<file path="src/rtl/deser_pkg.sv">
package deser_pkg;

    // Modular successor used for the slip counter and its checker.
    function automatic int wrap_next(input int value, input int modulus);
        return (value >= modulus - 1) ? 0 : value + 1;
    endfunction

endpackage

</file>
<file path="src/rtl/deser_shift.sv">
// Serial-in shift register. Exposes the word that would be complete if
// the current bit were the last one of a word.
module deser_shift #(
    parameter int W = 7
) (
    input  logic         clk,
    input  logic         rst_n,
    input  logic         ser_in,
    output logic [W-1:0] cap_word
);
    typedef struct packed {
        logic [W-1:0] sr;
    } shift_state_t;

    shift_state_t st_d, st_q;

    always_comb begin
        cap_word = {st_q.sr[W-2:0], ser_in};
        st_d     = st_q;
        st_d.sr  = cap_word;
    end

    always_ff @(posedge clk or negedge rst_n) begin
        if (!rst_n) st_q <= '0;
        else        st_q <= st_d;
    end
endmodule

</file>
<file path="src/rtl/deser_slip_ctrl.sv">
// Slip counter: preset on alignment reset, edge-detected increments
// applied at the next word boundary.
module deser_slip_ctrl #(
    parameter int W           = 7,
    parameter int SLIP_PRESET = 0,
    parameter int CW          = 3
) (
    input  logic          clk,
    input  logic          rst_n,
    input  logic          word_en,
    input  logic          align_rst,
    input  logic          slip_req,
    output logic [CW-1:0] cnt
);
    localparam logic [CW-1:0] PRESET_V = CW'(SLIP_PRESET);

    typedef struct packed {
        logic [CW-1:0] cnt;
        logic          prev;
        logic          pend;
    } slip_state_t;

    slip_state_t st_d, st_q;
    logic        rise;

    always_comb begin
        st_d      = st_q;
        rise      = slip_req & ~st_q.prev;
        st_d.prev = slip_req;
        if (align_rst) begin
            st_d.cnt  = PRESET_V;
            st_d.pend = 1'b0;
        end else begin
            if (word_en && st_q.pend) begin
                st_d.cnt = CW'(deser_pkg::wrap_next(int'(st_q.cnt), W));
            end
            st_d.pend = (st_q.pend & ~word_en) | rise;
        end
    end

    always_ff @(posedge clk or negedge rst_n) begin
        if (!rst_n) begin
            st_q.cnt  <= PRESET_V;
            st_q.prev <= 1'b0;
            st_q.pend <= 1'b0;
        end else begin
            st_q <= st_d;
        end
    end

    assign cnt = st_q.cnt;
endmodule

</file>
<file path="src/rtl/deser_rotator.sv">
// Combinational right rotation by a run-time amount.
module deser_rotator #(
    parameter int W  = 7,
    parameter int CW = 3
) (
    input  logic [W-1:0]  din,
    input  logic [CW-1:0] amount,
    output logic [W-1:0]  dout
);
    for (genvar i = 0; i < W; i++) begin : g_bit
        always_comb begin
            dout[i] = din[i];
            for (int j = 0; j < W; j++) begin
                if (amount == CW'(j)) dout[i] = din[(i + j) % W];
            end
        end
    end
endmodule

</file>
<file path="src/rtl/deser_bitslip_rx.sv">
module deser_bitslip_rx #(
    parameter int W           = 7,
    parameter int SLIP_PRESET = 0,
    localparam int CW         = (W > 1) ? $clog2(W) : 1
) (
    input  logic          clk,
    input  logic          rst_n,
    input  logic          ser_in,
    input  logic          word_en,
    input  logic          align_rst,
    input  logic          slip_req,
    output logic [W-1:0]  par_out,
    output logic [CW-1:0] slip_cnt
);
    typedef struct packed {
        logic [W-1:0] hold;
    } out_state_t;

    logic [W-1:0] cap_word;
    logic [W-1:0] rot_word;
    out_state_t   st_d, st_q;

    deser_shift #(.W(W)) u_shift (
        .clk      (clk),
        .rst_n    (rst_n),
        .ser_in   (ser_in),
        .cap_word (cap_word)
    );

    deser_slip_ctrl #(.W(W), .SLIP_PRESET(SLIP_PRESET), .CW(CW)) u_slip (
        .clk       (clk),
        .rst_n     (rst_n),
        .word_en   (word_en),
        .align_rst (align_rst),
        .slip_req  (slip_req),
        .cnt       (slip_cnt)
    );

    deser_rotator #(.W(W), .CW(CW)) u_rot (
        .din    (cap_word),
        .amount (slip_cnt),
        .dout   (rot_word)
    );

    always_comb begin
        st_d = st_q;
        if (word_en) st_d.hold = rot_word;
    end

    always_ff @(posedge clk or negedge rst_n) begin
        if (!rst_n) st_q <= '0;
        else        st_q <= st_d;
    end

    assign par_out = st_q.hold;
endmodule

</file>
<file path="config.mk">
export PLATFORM = sky130hd
export DESIGN_NAME = deser_bitslip_rx
export DESIGN_NICKNAME = d
export VERILOG_FILES = /design/src/rtl/deser_pkg.sv /design/src/rtl/deser_shift.sv /design/src/rtl/deser_slip_ctrl.sv /design/src/rtl/deser_rotator.sv /design/src/rtl/deser_bitslip_rx.sv
export SDC_FILE = /design/constraint.sdc
export NUM_CORES = 1
export LEC_CHECK = 0
export BUFFER_PORTS_ARGS = -buffer_cell sky130_fd_sc_hd__buf_2
export CAP_MARGIN = 5
export CORE_MARGIN = 10
export CORE_UTILIZATION = 48
export CTS_CLUSTER_SIZE = 24
export DETAILED_ROUTE_END_ITERATION = 10
export GPL_ROUTABILITY_DRIVEN = 1
export PLACE_DENSITY = 0.68
export REMOVE_ABC_BUFFERS = 1
export SLEW_MARGIN = 30
export SYNTH_ARGS = -nofsm -noshare
export SYNTH_HDL_FRONTEND = slang
export SYNTH_SLANG_ARGS = --single-unit
</file>
<file path="constraint.sdc">
create_clock -name clk -period 2.5 [get_ports clk]
set_input_delay 0.25 -clock clk [delete_from_list [all_inputs] [get_ports clk]]
set_output_delay 0.25 -clock clk [all_outputs]
set_load 0.02 [all_outputs]
</file>
==> summary.md, run 1 <==
| Metric | Value |
|---|---|
| Clock buffer depth | 2 |
| Top cells by count, synth | dfrtp_1, o21ai_0, o22ai_1, a21oi_1, nor2_1 |
| Tcrit/Tclk final | 82.9% |
| Syn Area/Cell | 8.48 um^2 |
| Slowest cell on crit path | nor2b_1 |
| Core box area | 2430 um^2 |
| Setup WS post-layout | 429 ps |
| DR iter-0 viols | 140 |
| Initial Util | 49.2% |
| WL/cell | 16.6 um |
| FP Rows | 18 |
| DRT Wirelength | 3.03 mm |
| First-pass GRT wire length | 5.16 mm |
| Final nets | 165 |
| Slew margin rel. | 59.3% |
| TritonCTS Buffers | 3 |
| Ys flop type | dfrtp_1 |
| Arrival time at the worst endpoint | 2260 ps |
| WP data required | 2690 ps |
| Die Footprint | 4890 um^2 |
| Critical path origin | u_slip.cnt[0]$_DFFE_PN0P_ |
| Area contributors post-synth | dfrtp_1, o21ai_0, o22ai_1 |
| Worst slack, placed | 513 ps |
| Count of cell types in the netlist | 30 |
| WHS Path Cells | 1 |
| #FFs+latches synth | 18 |
| RePlAce Congestion | 1.02 |
| Post-route ant nets | 0 |
| Final hold vios | 0 |
| IO Pins | 16 |
| Max Freq | 0.483 GHz |
| Crit-path max cell delay | 520 ps |
| Pin count of the biggest net entering global routing | 22 |
| Diode count | 0 |
| Power per Cell Area | 471 nW/um^2 |
| RR Startpoint | u_slip.cnt[0]$_DFFE_PN0P_ |
| Status | complete, no violations |
| Insertion delay to the later sink of the worst-skew pair | 300 ps |
| GR Overflow Total | 0 |
| WP buf/inv | 1 |
| Number of remaining DRC errors | 0 |
| Worst R2R Path Depth | 7 |
| Critical path depth in cells | 7 |
| Synth Instances | 141 |
| Vias in the first global route | 1103 |
| Fraction of layout cells with a size suffix above 1 | 19.0% |
| Post-CTS setup buffers | 0 |
| R2R setup slack | 430 ps |
| Port-buffer cells | 15 |
| Filler cells | 240 |
| DR vias | 1115 |
| HPWL Detailed | 2.16 mm |
| CP endpoint | par_out[1]$_DFFE_PN0P_ |
| FF/Latch Area | 450 um^2 |
| Clock slew at reported path FFs | 110 ps |
| Total negative slack | 0 ps |
| Cells along the critical path | inv_1 -> ha_1 -> nor2b_1 -> a211oi_2 -> o22ai_1 -> o21a_1 -> a21oi_2 |
| Hold/Removal Path Class | input pin to register |
| Period minus WS final | 2070 ps |
| DR pass1 iterations | 4 |
| Part of the Yosys area used for sequential elements | 37.7% |
| Worst-Margin Slew | 609 ps |
| Crit Path Category | register to register |
| Die H | 69.9 um |
| FFs w/ async S/R, synth | 100% |
| Initial antenna violation count | 0 |
| GRT Total Usage | 12.4% |
| Chip width | 69.9 um |
| CTS tree | done |
| Worst setup SP type | register |
| Htree depth | 1 |
| Number of synthesized flops with an enable pin | 0 |
| CP max FO | 9 |
| Yosys top cell area share | 37.7% |
| Endpoint class of the critical path | register |
| Synth area leader | dfrtp_1 |
| Fin util | 53.9% |
| Crit-path leading delay family | compound AO/OA/AOI/OAI gates |
| Multi-input logic area | 646 um^2 |
| Clock Skew | 2.72 ps |
| Mapped cell area | 1200 um^2 |
| Worst r2r dst | par_out[1]$_DFFE_PN0P_ |
| Area growth, synth to finish | 9.62% |
| Via density | 6.09 |
| Clock sink total | 18 |
| Maximum VDD drop | 0.382 mV |
| Maxcap violations | 0 |
| Final Max Tran Viols | 0 |
| # setup viols final | 0 |
| RSZ-0062 raised after global routing | no |
| CTS root buf | clkbuf_4 |
| Yosys synthesis warning count | 0 |
| Cell leakage power | 0.524 nW |
==> through the flow <==
| stage | hold WS [ps] | cells | total power [mW] | area, um^2 |
|---|---|---|---|---|
| floorplan | -45.6 | 130 | 0.392 | 1130 |
| global placement | 207 | 178 | 0.438 | 1260 |
| detailed placement | 211 | 178 | 0.438 | 1260 |
| CTS | 59.0 | 183 | 0.622 | 1310 |
| global route | 48.4 | 183 | 0.649 | 1310 |
| finish | 62.0 | 183 | 0.617 | 1310 |
==> per-layer routing <==
layer  track usage (%)  part of all wire, %  up-vias  wire [um]
met2              20.8                   49       45       1480
li1                  -                    -      536          -
met4              4.39                  1.2        0         36
met1              15.0                   43      529       1310
met5                 0                    0        -          0
met3              3.11                  6.8        5        206
==> worst min path at each step <==
stage / start / slack, ps / end
after CTS: slip_req / 60 / u_slip.st_q[1]$_DFF_PN0_
after global routing: slip_req / 50 / u_slip.st_q[1]$_DFF_PN0_
after global placement: rst_n / 210 / par_out[6]$_DFFE_PN0P_
final: slip_req / 60 / u_slip.st_q[1]$_DFF_PN0_
after detailed placement: rst_n / 210 / par_out[5]$_DFFE_PN0P_
after floorplan: rst_n / -50 / par_out[0]$_DFFE_PN0P_
==> report_power, final <==
part	internal (mW)	total [mW]	leakage [nW]	switching (mW)
combinational	0.0394	0.104	0.288	0.0645
sequential	0.310	0.328	0.215	0.0182
clock	0.0889	0.186	0.0210	0.0967
total	0.438	0.617	0.524	0.179
==> timing repair <==
item / CTS / global route
hold buffers: 1 / 0
endpoints found under the setup margin: 0 / 0
hold endpoints to repair: 18 / 0
resized for setup: 0 / 0
==> state kept, by name, indices dropped and copies added (netlist names) <==
name          cells
u_shift.st_q      6
u_slip.cnt        3
u_slip.st_q       2
par_out           7
==> cell usage in the layout, fill, tap and decap left out, types with 4 or more instances in the layout <==
master / Yosys / routed
a21oi_1: 9 / 9
o22ai_1: 12 / 12
ha_1: 5 / 5
nor2b_1: 7 / 7
nand3_1: 4 / 4
o21ai_0: 18 / 18
nand2b_1: 4 / 4
nor2_1: 9 / 9
a22oi_1: 4 / 4
dfrtp_1: 18 / 18
o21ai_1: 5 / 5
buf_2: 5 / 15
inv_1: 8 / 8
nand2_1: 8 / 8
==> cell type report <==
class                      count  share of cell area [%]
inverter                       9                    2.58
clock buffer                   4                    2.77
multi-input combinational    103                    49.2
timing repair buffer          19                    8.21
sequential                    18                    34.4
tap                           30                    2.86
==> cells by family after synthesis <==
kind of cell    synth area share (%)
simple gates                    13.8
compound gates                  34.9
fa+ha+maj                       5.23
buf+inv                         8.37
flops                           37.7
Power figures use the tool's default switching activity.
==> run 2, diff against run 1 <==
Clock period 2.5 ns to 1.94 ns, I/O delays scaled along.
==> summary.md, run 2 (synthesis results as in run 1) <==
| Metric | Value |
|---|---|
| Status | complete, no violations (unchanged) |
| CP max FO | 16 (was 9) |
| # setup viols final | 0 (unchanged) |
| Initial antenna violation count | 0 (unchanged) |
| FP Rows | 18 (unchanged) |
| TritonCTS Buffers | 3 (unchanged) |
| Worst-Margin Slew | 408 ps (was 609 ps) |
| Port-buffer cells | 15 (unchanged) |
| Number of remaining DRC errors | 0 (unchanged) |
| Slowest cell on crit path | dfrtp_1 (was nor2b_1) |
| Slew margin rel. | 72.8% (was 59.3%) |
| DRT Wirelength | 3.02 mm (was 3.03 mm) |
| First-pass GRT wire length | 5.08 mm (was 5.16 mm) |
| Via density | 5.92 (was 6.09) |
| Vias in the first global route | 1071 (was 1103) |
| Power per Cell Area | 586 nW/um^2 (was 471 nW/um^2) |
| Max Freq | 0.553 GHz (was 0.483 GHz) |
| WP data required | 2180 ps (was 2690 ps) |
| CTS root buf | clkbuf_4 (unchanged) |
| Post-route ant nets | 0 (unchanged) |
| Worst slack, placed | 64.9 ps (was 513 ps) |
| IO Pins | 16 (unchanged) |
| Period minus WS final | 1810 ps (was 2070 ps) |
| Maxcap violations | 0 (unchanged) |
| Crit Path Category | register to register (unchanged) |
| Final nets | 170 (was 165) |
| Hold/Removal Path Class | input pin to register (unchanged) |
| DR iter-0 viols | 85 (was 140) |
| FF/Latch Area | 450 um^2 (unchanged) |
| Tcrit/Tclk final | 93.1% (was 82.9%) |
| Dpl cell area | 1290 um^2 (was 1260 um^2) |
| Setup WS post-layout | 133 ps (was 429 ps) |
| RePlAce Congestion | 1.00 (was 1.02) |
| Most frequent cells in the layout | o21ai_0, dfrtp_1, buf_2, o22ai_1 (unchanged) |
| Final instance area | 1360 um^2 (was 1310 um^2) |
| Cell leakage power | 0.545 nW (was 0.524 nW) |
| Core box area | 2430 um^2 (unchanged) |
| GR Overflow Total | 0 (unchanged) |
| Max reg flops | 7 (unchanged) |
| CTS tree | done (unchanged) |
| Clock sink total | 18 (unchanged) |
| Arrival time at the worst endpoint | 2040 ps (was 2260 ps) |
| Post-CTS setup buffers | 0 (unchanged) |
| Clock buffer depth | 2 (unchanged) |
| Clock slew at reported path FFs | 110 ps (about the same) |
| Pin count of the biggest net entering global routing | 20 (was 22) |
| Maximum VDD drop | 0.408 mV (was 0.382 mV) |
| WL/cell | 16.1 um (was 16.6 um) |
| Htree depth | 1 (unchanged) |
| Multi-input logic area | 651 um^2 (was 646 um^2) |
| Area growth, synth to finish | 13.4% (was 9.62%) |
| GRT Total Usage | 12.2% (was 12.4%) |
| Diode count | 0 (unchanged) |
| DR vias | 1113 (was 1115) |
| Insertion delay to the later sink of the worst-skew pair | 300 ps (about the same) |
| Worst setup SP type | register (unchanged) |
| Filler cells | 242 (was 240) |
| Clock Skew | 6.63 ps (was 2.72 ps) |
| Initial Util | 49.2% (unchanged) |
| Chip width | 69.9 um (unchanged) |
| Fraction of layout cells with a size suffix above 1 | 22.2% (was 19.0%) |
| Die H | 69.9 um (unchanged) |
| Die Footprint | 4890 um^2 (unchanged) |
| Final hold vios | 0 (unchanged) |
| DR pass1 iterations | 4 (unchanged) |
| Crit-path max cell delay | 440 ps (was 520 ps) |
| Cells along the critical path | inv_1 -> ha_1 -> buf_4 -> nor2_1 -> o31ai_2 -> o22ai_1 -> o21a_1 -> a21oi_2 (was inv_1 -> ha_1 -> nor2b_1 -> a211oi_2 -> o22ai_1 -> o21a_1 -> a21oi_2) |
| Endpoint class of the critical path | register (unchanged) |
| Final Max Tran Viols | 0 (unchanged) |
| RSZ-0062 raised after global routing | no (unchanged) |
| HPWL Detailed | 2.19 mm (was 2.16 mm) |
-- run 2: cell count changes in the layout (fill, tap and decap cells not counted) --
cell,delta
buf_4,+4
dlygate4sd3_1,+1
ha_1,-1
ha_2,+1
nor2b_1,-1
nor2b_2,+1
-- run 2: critical path: cells and delay by family (launching register included) --
| kind | cells | cell delay (ps) |
|---|---|---|
| buf+inv | 2 | 310 |
| compound gates | 4 | 730 |
| flops | 1 | 440 |
| fa+ha+maj | 1 | 180 |
| simple gates | 1 | 90 |
-- run 2: path summary, 6_finish.rpt --
kind | to | startpoint | depth (start not counted) | slack, ps
setup / recovery | par_out[2]$_DFFE_PN0P_ | u_slip.cnt[0]$_DFFE_PN0P_ | 8 | 130
hold / removal | u_slip.st_q[0]$_DFF_PN0_ | align_rst | 2 | 80
setup reg to reg | par_out[2]$_DFFE_PN0P_ | u_slip.cnt[0]$_DFFE_PN0P_ | 8 | 130
hold reg to reg | par_out[6]$_DFFE_PN0P_ | par_out[6]$_DFFE_PN0P_ | 2 | 520
max in group asynchronous | u_slip.cnt[1]$_DFFE_PN0P_ | rst_n | 2 | 1300
min in group asynchronous | par_out[0]$_DFFE_PN0P_ | rst_n | 2 | 340
-- run 2: where the power goes --
| group | internal, mW | switching [mW] | total [mW] | leakage (nW) |
|---|---|---|---|---|
| Sequential | 0.399 | 0.0234 | 0.423 | 0.215 |
| Clock | 0.114 | 0.119 | 0.233 | 0.0210 |
| Combinational | 0.0538 | 0.0852 | 0.139 | 0.308 |
-- run 2: stage by stage --
| stage | util (%) | hold slack, ps | power, mW | cells | TNS (ps) |
|---|---|---|---|---|---|
| 3_3_place_gp | 53.2 | 148 | 0.564 | 182 | 0 |
| 3_5_place_dp | 53.2 | 154 | 0.566 | 182 | 0 |
| 6_report | 55.8 | 79.2 | 0.795 | 188 | 0 |
| 4_1_cts | 55.6 | 70.4 | 0.807 | 188 | 0 |
| 5_1_grt | 55.8 | 74.6 | 0.837 | 188 | 0 |
| 2_1_floorplan | - | -102 | 0.505 | 130 | -52.6 |
-- run 2: final cells by class --
cell class	count	area share, %
flip-flops and latches	18	33.2
clock buffers	4	2.68
multi-input cells	103	48.0
repair buffers	24	10.9
inverters	9	2.49
well taps	30	2.77
-- run 2: timing repair --
action,CTS,global route
hold buffers,2,0
endpoints found under the setup margin,0,7
hold endpoints to repair,19,0
gates resized for setup,0,2
-- run 2: per-layer routing --
layer / global-route usage [%] / wire length, um / vias to the layer above
li1: - / - / 545
met1: 14.9 / 1300 / 521
met2: 19.8 / 1480 / 45
met3: 3.11 / 221 / 2
met4: 5.26 / 19 / 0
met5: 0 / 0 / -
